$ cat src/rtl/latp_cell_deser.sv
module latp_cell_deser #(
  parameter int WORD_W     = 16,
  parameter int CELL_WORDS = 8
) (
  input  logic              clk,
  input  logic              rst_n,
  input  logic              sdata,
  input  logic              fifo_full,
  output logic              fifo_wr,
  output logic [WORD_W+1:0] fifo_wdata,
  output logic              pkt_irq,
  output logic              overflow
);
  localparam int CELL_BITS = WORD_W * CELL_WORDS;
  localparam int CNT_W     = $clog2(CELL_BITS);
  localparam int SUB_W     = $clog2(WORD_W);
  localparam int FW        = WORD_W + 2;

  typedef enum logic [2:0] {
    S_HUNT, S_TYPE, S_CELL, S_TRUNC, S_PAR, S_ANN, S_DTYP, S_SKIP
  } st_t;

  st_t              st;
  logic [CNT_W-1:0] cnt;
  logic [WORD_W-1:0] sh;
  logic             ctype, trunc, par, pkt_open;

  logic             want, irq_n;
  logic [FW-1:0]    wdata_n;

  wire word_end  = (cnt[SUB_W-1:0] == '1);
  wire first_wd  = (cnt[CNT_W-1:SUB_W] == '0);
  wire cell_end  = (cnt == CNT_W'(CELL_BITS - 1));

  always_comb begin
    want    = 1'b0;
    irq_n   = 1'b0;
    wdata_n = '0;
    case (st)
      S_CELL: if (word_end) begin
        want    = 1'b1;
        wdata_n = {(first_wd ? {1'b1, ctype} : 2'b00), sh[WORD_W-2:0], sdata};
      end
      S_PAR: begin
        want    = 1'b1;
        wdata_n = {trunc, ~(par ^ sdata), {WORD_W{1'b0}}};
      end
      S_ANN: if (!sdata) begin
        want  = 1'b1;
        irq_n = 1'b1;
      end
      S_DTYP: irq_n = sdata;
      default: ;
    endcase
  end

  always_ff @(posedge clk) begin
    if (!rst_n) begin
      st         <= S_HUNT;
      cnt        <= '0;
      sh         <= '0;
      ctype      <= 1'b0;
      trunc      <= 1'b0;
      par        <= 1'b0;
      pkt_open   <= 1'b0;
      fifo_wr    <= 1'b0;
      fifo_wdata <= '0;
      pkt_irq    <= 1'b0;
      overflow   <= 1'b0;
    end else begin
      fifo_wr  <= want & ~fifo_full;
      overflow <= overflow | (want & fifo_full);
      pkt_irq  <= irq_n;
      if (want) fifo_wdata <= wdata_n;
      case (st)
        S_HUNT: if (sdata) st <= S_TYPE;
        S_TYPE, S_DTYP: begin
          ctype <= sdata;
          cnt   <= '0;
          par   <= 1'b0;
          st    <= S_CELL;
          if (st == S_DTYP && sdata) pkt_open <= 1'b0;
        end
        S_CELL: begin
          sh  <= {sh[WORD_W-2:0], sdata};
          par <= par ^ sdata;
          cnt <= cnt + 1'b1;
          if (cell_end) st <= S_TRUNC;
        end
        S_TRUNC: begin
          trunc <= sdata;
          par   <= par ^ sdata;
          st    <= S_PAR;
        end
        S_PAR: begin
          pkt_open <= 1'b1;
          st       <= S_ANN;
        end
        S_ANN: begin
          if (sdata) st <= S_DTYP;
          else begin
            pkt_open <= 1'b0;
            st       <= S_SKIP;
          end
        end
        S_SKIP: st <= S_HUNT;
        default: st <= S_HUNT;
      endcase
    end
  end


  no_write_when_full_chk: assert property (@(posedge clk) disable iff (!rst_n)
    fifo_wr |-> !$past(fifo_full));


  overflow_sticky_chk: assert property (@(posedge clk) disable iff (!rst_n)
    overflow |=> overflow);


  irq_single_pulse_chk: assert property (@(posedge clk) disable iff (!rst_n)
    pkt_irq |=> !pkt_irq);


  irq_after_trailer_chk: assert property (@(posedge clk) disable iff (!rst_n)
    pkt_irq |-> $past(pkt_open));


  cell_counter_step_chk: assert property (@(posedge clk) disable iff (!rst_n)
    (st == S_CELL && !cell_end) |=> (st == S_CELL && cnt == $past(cnt) + 1'b1));
endmodule

$ cat config.mk
export PLATFORM = sky130hd
export DESIGN_NAME = latp_cell_deser
export DESIGN_NICKNAME = d
export VERILOG_FILES = /design/src/rtl/latp_cell_deser.sv
export SDC_FILE = /design/constraint.sdc
export NUM_CORES = 1
export LEC_CHECK = 0
export BUFFER_PORTS_ARGS = -buffer_cell sky130_fd_sc_hd__buf_2
export CORE_UTILIZATION = 47
export CTS_CLUSTER_DIAMETER = 150
export DETAILED_ROUTE_END_ITERATION = 6
export PLACE_DENSITY = 0.65
export SYNTH_ARGS = -nofsm -noshare
export SYNTH_HDL_FRONTEND = slang
export SYNTH_SLANG_ARGS = --single-unit
$ cat constraint.sdc
create_clock -name clk -period 3.87 [get_ports clk]
set_input_delay 0 -clock clk [delete_from_list [all_inputs] [get_ports clk]]
set_output_delay 0 -clock clk [all_outputs]
set_load 0.1 [all_outputs]
Word level (Yosys, flattened, before mapping)
Cells that the tools add are included.
Storage, ports and cells
  bits in registers: 49
  input bits: 4
  output and inout port bits: 21
Operators by class
  add/sub/neg operators: 1
  equal/unequal tests: 11
  muxes and demuxes: 13
  bitwise operators: 6
  reduce and logical (&&, ||, !) cells: 7
Operator list (number)
  18-bit one-hot mux with 2 select lines: 1
  3-bit one-hot mux with 7 select lines: 1
  18-bit 2-to-1 mux: 1
  7-bit one-hot mux with 2 select lines: 1
  3-bit equality test (second input constant): 4
  7-bit by 1-bit adder with 7-bit output (second input constant): 1
  7-bit equality test (second input constant): 1
  3-bit by 2-bit equality test with 1-bit output (second input constant): 2
  3-bit zero test: 2
  3-bit 2-to-1 mux: 2
  4-bit equality test (second input constant): 1
  2-bit != test (second input constant): 2
  1-bit one-hot mux with 2 select lines: 2
  2-bit nonzero test: 2
  2-bit OR reduction: 2
  3-bit by 1-bit equality test with 1-bit output (second input constant): 1
  1-bit 2-to-1 mux: 3
  1-bit one-hot mux with 3 select lines: 1
  1-bit AND: 2
  2-bit 2-to-1 mux: 1
  1-bit inverter: 2
  2-bit AND reduction: 1
  1-bit OR: 1
  1-bit XOR: 1

Logic depth before layout (Yosys ltp)
  depth in word-level cells: 5
  gate-level depth with buffers: 7

Least setup slack after synthesis
No wires, ideal clock.
  kind: flip-flop to flip-flop
  from: reg cnt[0]
  to: reg cnt[4]
  library setup time: 0.087 ns
  arrival: 1.445 ns
  slack: 2.338 ns
  stages on the path, launching flop included: 7
  buffers on the path: 1
  clock period less this slack: 1.532 ns
  cells stage by stage: dfxtp_1 > ha_1 > and3_1 > and2_1 > buf_2 > or3_1 > o31ai_1
Between the ends
  longest elaborated chain between the ends: 2
RTL lines
  start: declaration: RTL line 24  | logic [CNT_W-1:0] cnt;
  start signal: assignment: RTL line 87  | cnt <= cnt + 1'b1;
  7-bit by 1-bit adder with 7-bit output: RTL line 87
  7-bit one-hot mux with 2 select lines: RTL line 75  | case (st)
Every way passes these cells.
A chain may end at the register's enable or synchronous reset.

Worst setup path in the final report
  from: reg st[1]
  to: reg cnt[4]
Between the ends
  longest elaborated chain between the ends: 3
  elaborated cells between the ends (all ways): 6
  those cells by class: eq/ne (3); mux (1); reduce/logical (2)
RTL lines
  start: declaration: RTL line 23  | st_t st;
  start signal: assignment: RTL line 59  | st <= S_HUNT;
  start signal: assignment: RTL line 76  | S_HUNT: if (sdata) st <= S_TYPE;
  start signal: assignment: RTL line 81  | st <= S_CELL;
  3-bit equality test or 3-bit by 1-bit equality test with 1-bit output (tied branches): RTL line 75
  2-bit OR reduction: RTL line 75
  7-bit one-hot mux with 2 select lines or 2-bit nonzero test (tied branches)
Several ways; a longest one is shown, not always the timed one.

==> metrics.txt <==
fillers approximately 380; Buf/Inv on CP 1; CP delay by family, top simple AND/OR/NAND/NOR gates; worst vdd ir between 0.15 and 0.2 mV; antenna cell count 0; RSZ-0062 raised after global routing false; Final Hold Vio Count 0; CP peak stage delay 0.69 ns; r2r startpoint st[1]; Hold-fix buffers, CTS 1; final worst slack around 1.7 ns; crit share post-route 57.0%; gr usage total 19.6%; Max Cap Violations 0; CTS tree done; Power Density about 440 nW/um^2; Clock Path Buffers 2; Final Core Density roughly 54%; via count about 1700; post-route ant nets 0; Final nets around 270; met1 Usage GRT a little over a quarter; CP Data Arrival Time about 2.4 ns; DR WL/cell ~13 microns; final worst path period need about 2.2 ns; hold_sp rst_n; layout cell share with drive strength beyond 1 about 14%; top area cells in the synthesized netlist dfxtp_1, nand2_1, a21oi_1; R2R cell count 5; Critical Path RT 4.03 ns; Mapped Cells 246; Yosys cell types 34; global-route wire length before repair ~6500 microns; Setup crit start kind register; Crit. End Element register; Core Rows 23; asr flop ratio synth 0%; Worst Skew 0.00820 ns; height of the die between 60 and 70 microns; Leak around 0.8 nW; clock sinks about 50; dpl hpwl about 2500 microns; register area share after synthesis approximately half; R2R setup slack between 1.5 and 2 ns; Hold Crit Class in2reg; DRC violations left 0; Peak Freq roughly 0.45 GHz; die area 4440 sq um; vias per cell 5.36; synthesis-stage register bit count between 40 and 50; clk slew on worst S/H paths about 0.090 ns; CTS resizes 0; H-tree Lvls 2; Root Buffer clkbuf_8; Setup TNS 0 ns; fin. max-slew vios 0; Endpoint, Worst Hold st[0]; Setup-failing EPs final 0; synth warn 0; Post-CTS Setup Repair Bufs 0; syn_area_per_cell about 8.0 sq um; FF-to-FF End cnt[4]; beginning of the critical path st[1]; port buffer count 24; DRT Wirelength 3940 microns; Final Cell Area ~2200 sq um; area grow syn2layout 11.0%; area of the mapped netlist between 1500 and 2000 sq um; initial antenna violation count 0; CP max-delay cell dfxtp_1; worst hold path cell count 3; initial core utilization 49.1%; pin count of the biggest net entering global routing 47; slew margin rel. 49.8%; area of the multi-input gates ~890 sq um; flip-flop and latch area roughly 980 sq um; pre-CTS setup slack 1.67 ns; Die X-Extent between 60 and 70 microns; met3 usage under 10%; number of global-route vias before repair 1434; Synth area leader dfxtp_1; outcome completed; GRT Max-Usage Layer met2; cell area after placement slightly above 2000 sq um; Tot Pwr ~0.95 mW; I/O pin cnt 25; DR pass1 iterations 4; initial DRC count 130; most frequent cells after synthesis nand2_1, dfxtp_1, a21oi_1, nand3_1, nor2_1; Cell Chain, Critical Path nor3b_2, buf_4, and2_1, or3_1, o31ai_1; Max FO, Critical Path 20; GR Util met2 about 29%; Routability Congestion 0.779; total grt overflow 0; clk_lat worst skew 0.30 ns; core area approximately 4000 sq um; Mapped Nets about 250; number of synthesized flops with an enable pin 0; top-area cell type share of the netlist area 49.9%; Worst-Margin Slew roughly 0.75 ns; dominant synthesized flop cell dfxtp_1; top-count cell post-synth nand2_1; Num CTS Buffers 5; crit path kind reg2reg
==> stage by stage <==
step	hold WS, ns	instances
floorplan	0.0785	246
global placement	0.183	302
detailed placement	0.181	302
CTS	0.00131	311
global route	0.00118	311
finish	0.0100	311
==> worst reg2reg max path, stage by stage, from the launching register on <==
cell	delay (ns)
dfxtp_1	0.69
nor3b_2	0.26
buf_4	0.25
and2_1	0.60
or3_1	0.21
o31ai_1	0.06
==> registers in the layout, indices dropped and copies added, names as in the netlist <==
register and cells:
sh 15, trunc 1, fifo_wdata 18, cnt 7, overflow 1, par 1
fifo_wr 1, pkt_irq 1, ctype 1, st 3
==> placed cells by master (no fill, tap or decap), types with 3 or more instances in the layout <==
| master | Yosys | layout |
|---|---|---|
| a211oi_1 | 4 | 4 |
| nand2_1 | 55 | 55 |
| or3_1 | 3 | 3 |
| o21ai_0 | 5 | 5 |
| clkbuf_8 | 0 | 6 |
| a21oi_1 | 40 | 40 |
| buf_2 | 9 | 24 |
| a31oi_1 | 3 | 3 |
| nor2_1 | 10 | 10 |
| dfxtp_1 | 49 | 49 |
| nand3_1 | 26 | 26 |
| nor3_1 | 3 | 3 |
==> cell type report <==
| type | count | area share (%) |
|---|---|---|
| tap | 50 | 2.87 |
| multi-input combinational | 175 | 40.9 |
| clock buffer | 6 | 3.79 |
| sequential | 49 | 45.0 |
| clock inverter | 2 | 0.631 |
| inverter | 3 | 0.517 |
| timing repair buffer | 26 | 6.31 |
==> routing by layer <==
| metal | vias up | routed length (microns) |
|---|---|---|
| li1 | 873 | - |
| met1 | 745 | 2060 |
| met2 | 41 | 1640 |
| met3 | 7 | 176 |
| met4 | 0 | 69 |
| met5 | - | 0 |
==> power by group <==
part,switching [mW],total (mW),leakage (nW),internal [mW]
Clock,0.170,0.315,0.0512,0.145
Sequential,0.0230,0.538,0.395,0.514
Combinational,0.0664,0.0980,0.343,0.0317
==> cell families after synthesis <==
family          count (synthesis)  synth area share, %
flops                          49                 49.9
buf+inv                        22                 4.97
simple gates                  108                 24.6
mux                             2                 1.02
compound gates                 62                 17.9
xor+xnor                        2                0.892
fa+ha+maj                       1                0.637
==> worst max path at each step <==
stage	slack [ns]	endpoint	depth (start not counted)
global route	1.47	fifo_wdata[16]	5
finish	1.66	cnt[4]	5
floorplan	2.34	cnt[4]	6
detailed placement	1.67	cnt[4]	5
CTS	1.64	cnt[4]	5
global placement	1.74	cnt[4]	5
No activity file was read; power rests on OpenSTA's default activity.
